### src/rtl/wr_coherency_coord.sv
module wr_coherency_coord #(
  parameter int NUM_MASTERS = 4,
  parameter int ADDR_W      = 32,
  parameter int LEN_W       = 12,
  localparam int SRC_W      = (NUM_MASTERS > 1) ? $clog2(NUM_MASTERS) : 1
) (
  input  logic                   clk,
  input  logic                   rst_n,
  input  logic                   wr_valid,
  output logic                   wr_ready,
  input  logic [SRC_W-1:0]       wr_src,
  input  logic [ADDR_W-1:0]      wr_addr,
  input  logic [LEN_W-1:0]       wr_len,
  output logic [NUM_MASTERS-1:0] inv_valid,
  input  logic [NUM_MASTERS-1:0] inv_ready,
  output logic                   inv_all,
  output logic [ADDR_W-1:0]      inv_addr,
  output logic [LEN_W-1:0]       inv_len,
  output logic [SRC_W-1:0]       inv_src,
  input  logic [NUM_MASTERS-1:0] ack_valid,
  output logic [NUM_MASTERS-1:0] ack_ready,
  output logic [NUM_MASTERS-1:0] sync_valid,
  input  logic [NUM_MASTERS-1:0] sync_ready,
  output logic [SRC_W-1:0]       sync_src
);

  typedef enum logic [1:0] {S_IDLE, S_INV, S_WAIT_ACK, S_SYNC} state_t;

  state_t                 state;
  logic [NUM_MASTERS-1:0] inv_pend, ack_pend;
  logic [NUM_MASTERS-1:0] wr_sel, src_sel;
  logic [NUM_MASTERS-1:0] inv_hs, ack_hs;
  logic [NUM_MASTERS-1:0] inv_left, ack_left;
  logic [SRC_W-1:0]       src_q;
  logic [ADDR_W-1:0]      addr_q;
  logic [LEN_W-1:0]       len_q;

  for (genvar i = 0; i < NUM_MASTERS; i++) begin : g_sel
    assign wr_sel[i]  = (wr_src == SRC_W'(i));
    assign src_sel[i] = (src_q  == SRC_W'(i));
  end

  wire busy = (state == S_INV) || (state == S_WAIT_ACK);

  assign wr_ready   = (state == S_IDLE);
  assign inv_valid  = (state == S_INV) ? inv_pend : '0;
  assign ack_ready  = busy ? (ack_pend & ~inv_pend) : '0;
  assign sync_valid = (state == S_SYNC) ? src_sel : '0;

  assign inv_all  = 1'b1;
  assign inv_addr = addr_q;
  assign inv_len  = len_q;
  assign inv_src  = src_q;
  assign sync_src = src_q;

  assign inv_hs   = inv_valid & inv_ready;
  assign ack_hs   = ack_valid & ack_ready;
  assign inv_left = inv_pend & ~inv_hs;
  assign ack_left = ack_pend & ~ack_hs;

  always_ff @(posedge clk) begin
    if (!rst_n) begin
      state    <= S_IDLE;
      inv_pend <= '0;
      ack_pend <= '0;
      src_q    <= '0;
      addr_q   <= '0;
      len_q    <= '0;
    end else begin
      case (state)
        S_IDLE: if (wr_valid) begin
          src_q    <= wr_src;
          addr_q   <= wr_addr;
          len_q    <= wr_len;
          inv_pend <= ~wr_sel;
          ack_pend <= ~wr_sel;
          state    <= S_INV;
        end
        S_INV: begin
          inv_pend <= inv_left;
          ack_pend <= ack_left;
          if (inv_left == '0) state <= S_WAIT_ACK;
        end
        S_WAIT_ACK: begin
          ack_pend <= ack_left;
          if (ack_left == '0) state <= S_SYNC;
        end
        S_SYNC: if (|(sync_valid & sync_ready)) state <= S_IDLE;
        default: state <= S_IDLE;
      endcase
    end
  end

endmodule

### config.mk
export PLATFORM = sky130hd
export DESIGN_NAME = wr_coherency_coord
export DESIGN_NICKNAME = d
export VERILOG_FILES = /design/src/rtl/wr_coherency_coord.sv
export SDC_FILE = /design/constraint.sdc
export NUM_CORES = 1
export LEC_CHECK = 0
export BUFFER_PORTS_ARGS = -buffer_cell sky130_fd_sc_hd__buf_2
export CORE_ASPECT_RATIO = 0.9
export CORE_MARGIN = 3
export CORE_UTILIZATION = 45
export DETAILED_ROUTE_END_ITERATION = 12
export GPL_TIMING_DRIVEN = 0
export PLACE_DENSITY = 0.88
export SLEW_MARGIN = 0
export SYNTH_ARGS = -nofsm -noshare
export SYNTH_HDL_FRONTEND = slang
export SYNTH_SLANG_ARGS = --single-unit
### constraint.sdc
create_clock -name clk -period 2.1 [get_ports clk]
set_input_delay 0.105 -clock clk [delete_from_list [all_inputs] [get_ports clk]]
set_output_delay 0.105 -clock clk [all_outputs]
set_load 0.03 [all_outputs]
==> results.txt <==
FMAX: 511 MHz
Worst Path Required: 2.00 ns
Fraction of layout cells with a size suffix above 1: 0.340
# diodes: 0
Syn avg cell area: 8.29 um^2
Lkg Pwr: 1.59 nW
Global router's overall resource usage: 0.199
Core box area: 0.00507 mm^2
CTS Buffer Depth: 2
Synth Instances: 299
Clk Latency, worst-skew pair: 0.31 ns
Final setup viols: 0
PwrDens: 1170 mW/mm^2
Crit path DAT: 1.85 ns
TritonCTS buffer count: 5
Die area: 0.00644 mm^2
Net Count, Synth: 364
Period utilization: 0.931
Vias in the first global route: 2,400
Ys async rst share: 0
Hold Path End: inv_addr[10]
Worst Hold Slack: 0.0345 ns
Hold Path Class: input pin to flop
Syn-to-layout area delta: 32.4%
Top post-synthesis cells by area: dfxtp_1, nand2_1, a21boi_0
DRT iter0 DRCs: 65
Rows: 24
Root buffer cell: clkbuf_8
Status: finished, final reports clean
CTS tree: done
Yosys reg bits: 56
First-pass GRT wire length: 10,800 um
I/O pin cnt: 123
Routed WL: 6460 um
Via count: 2,428
Worst-path clk slew: 0.10 ns
Largest net degree at the start of global routing: 18
Die W: 84.2 um
Syn. warnings: 0
Initial antenna violation count: 0
Min Clock Period, post-route: 1.96 ns
Vert. Die Dim: 76.4 um
Unrepaired setup endpoints after global routing: false
Sink Count: 56
Primary FF master, synth: dfxtp_1
DRC Markers: 0
Hold Crit Start: wr_addr[10]
CTS HTree Levels: 2
Yosys top cell area share: 0.452
Reg2reg end: state[0]
Final Skew: 0.00813 ns
CP startpoint kind: flop
Gpl congestion: 0.817
Post-synthesis cell type count: 34
CP Capture Type: primary output
Relative slew slack: 0.608
Post-synth top cells: nand2_1, dfxtp_1, a21boi_0, clkbuf_1, buf_2
Crit path max fanout: 10
Flop2flop setup slack: 0.18 ns
Final #Nets: 490
R2R Path Start: state[1]
WL/cell: 13.1 um
Post-CTS Hold Buffers: 0
Starting Density: 0.488
Grt ovf: 0
Setup Total Neg Slack: 0 ns
Post-synth EDFFs: 0
PortBufs: 120
Worst-case reg-to-reg path depth: 8
Seq/Total Area, Yosys: 0.452
Worst Max-Slew Pin Slew: 0.589 ns
Cell taking the most area after synthesis: dfxtp_1
Slew Limit Fails: 0
Area of the mapped netlist: 0.00248 mm^2
Most common cell in the netlist: nand2_1
Maxcap violations: 0
Antenna viol nets, final: 0
Drt pass-1 iters: 4
Count of final hold-check violations: 0
Peak VDD IR: 0.631 mV
Vias per cell: 4.95
Post-DP HPWL: 4980 um
Hold path cells: 3
CP Class: flop to primary output
==> worst max-delay path by stage <==
stage                     from           end  slack (ns)  cells after the start
floorplan           inv_src[0]      state[0]        0.39                      5
CTS                   state[0]  ack_ready[3]        0.08                      5
finish                state[0]  ack_ready[3]        0.14                      5
global route          state[1]      state[1]        0.02                      8
global placement      state[1]      state[0]        0.23                      8
detailed placement    state[1]      state[0]        0.19                      8
==> worst max-delay path: stages (launching register included) <==
cell,delay [ns]
dfxtp_1,0.40
inv_1,0.09
ha_2,0.43
buf_2,0.24
and3b_1,0.19
buf_2,0.20
==> through the flow <==
step | power (mW) | area, um^2 | setup WS, ns | util | std cells
floorplan | 2.63 | 2480 | 0.391 | - | 299
global placement | 3.07 | 3160 | 0.230 | 0.623 | 484
detailed placement | 3.12 | 3160 | 0.187 | 0.623 | 484
CTS | 3.86 | 3280 | 0.0842 | 0.646 | 491
global route | 4.10 | 3280 | 0.0208 | 0.646 | 491
finish | 3.85 | 3280 | 0.145 | 0.646 | 491
==> area by class of cell <==
| type | count | area (um^2) |
|---|---|---|
| Sequential cell | 56 | 1120 |
| Clock buffer | 6 | 82.6 |
| Multi-Input combinational cell | 218 | 1240 |
| Timing Repair Buffer | 120 | 601 |
| Tap cell | 65 | 81.3 |
| Fill cell | 456 | 1790 |
| Buffer | 21 | 108 |
| Clock inverter | 2 | 38.8 |
| Inverter | 3 | 11.3 |
==> placed cells by master, fill, tap and decap left out, types with 4 or more instances in the layout <==
cell type,count
a21boi_0,52
and2_1,5
and3b_1,4
buf_2,127
clkbuf_1,10
clkbuf_8,6
dfxtp_1,56
nand2_1,106
nand3b_1,4
nor2_1,5
nor2b_1,5
o21ai_0,6
==> per-layer routing <==
metal  share of wire  up-vias  track usage
li1                -     1228            -
met1            0.42     1097        0.227
met2            0.49       98        0.368
met3           0.092        5       0.0573
met4          0.0060        0       0.0338
met5               0        -            0
==> flip-flops by register name, summed over array words and instances (netlist names) <==
name,cells
inv_len,12
inv_addr,32
state,2
inv_pend,4
ack_pend,4
inv_src,2
==> timing repair <==
item,CTS,global route
buffers inserted,0,0
gates resized for setup,0,1
endpoints found under the setup margin,4,3
==> cells by family (layout without fill, tap and decap cells) <==
logic type,Yosys count,in the layout,share of synthesized area
AND/OR/NAND/NOR,140,140,0.251
buffers and inverters,25,152,0.0495
other,1,1,0.00151
adder cells (fa/ha/maj),4,4,0.0202
flip-flops,56,56,0.452
multiplexers,3,3,0.0172
AO/OA/AOI/OAI,70,70,0.208
==> report_power, final <==
| part | switching (mW) | internal [mW] |
|---|---|---|
| logic | 1.12 | 0.572 |
| registers | 0.135 | 1.27 |
| clock network | 0.352 | 0.391 |
(Power assumes the default switching activity.)
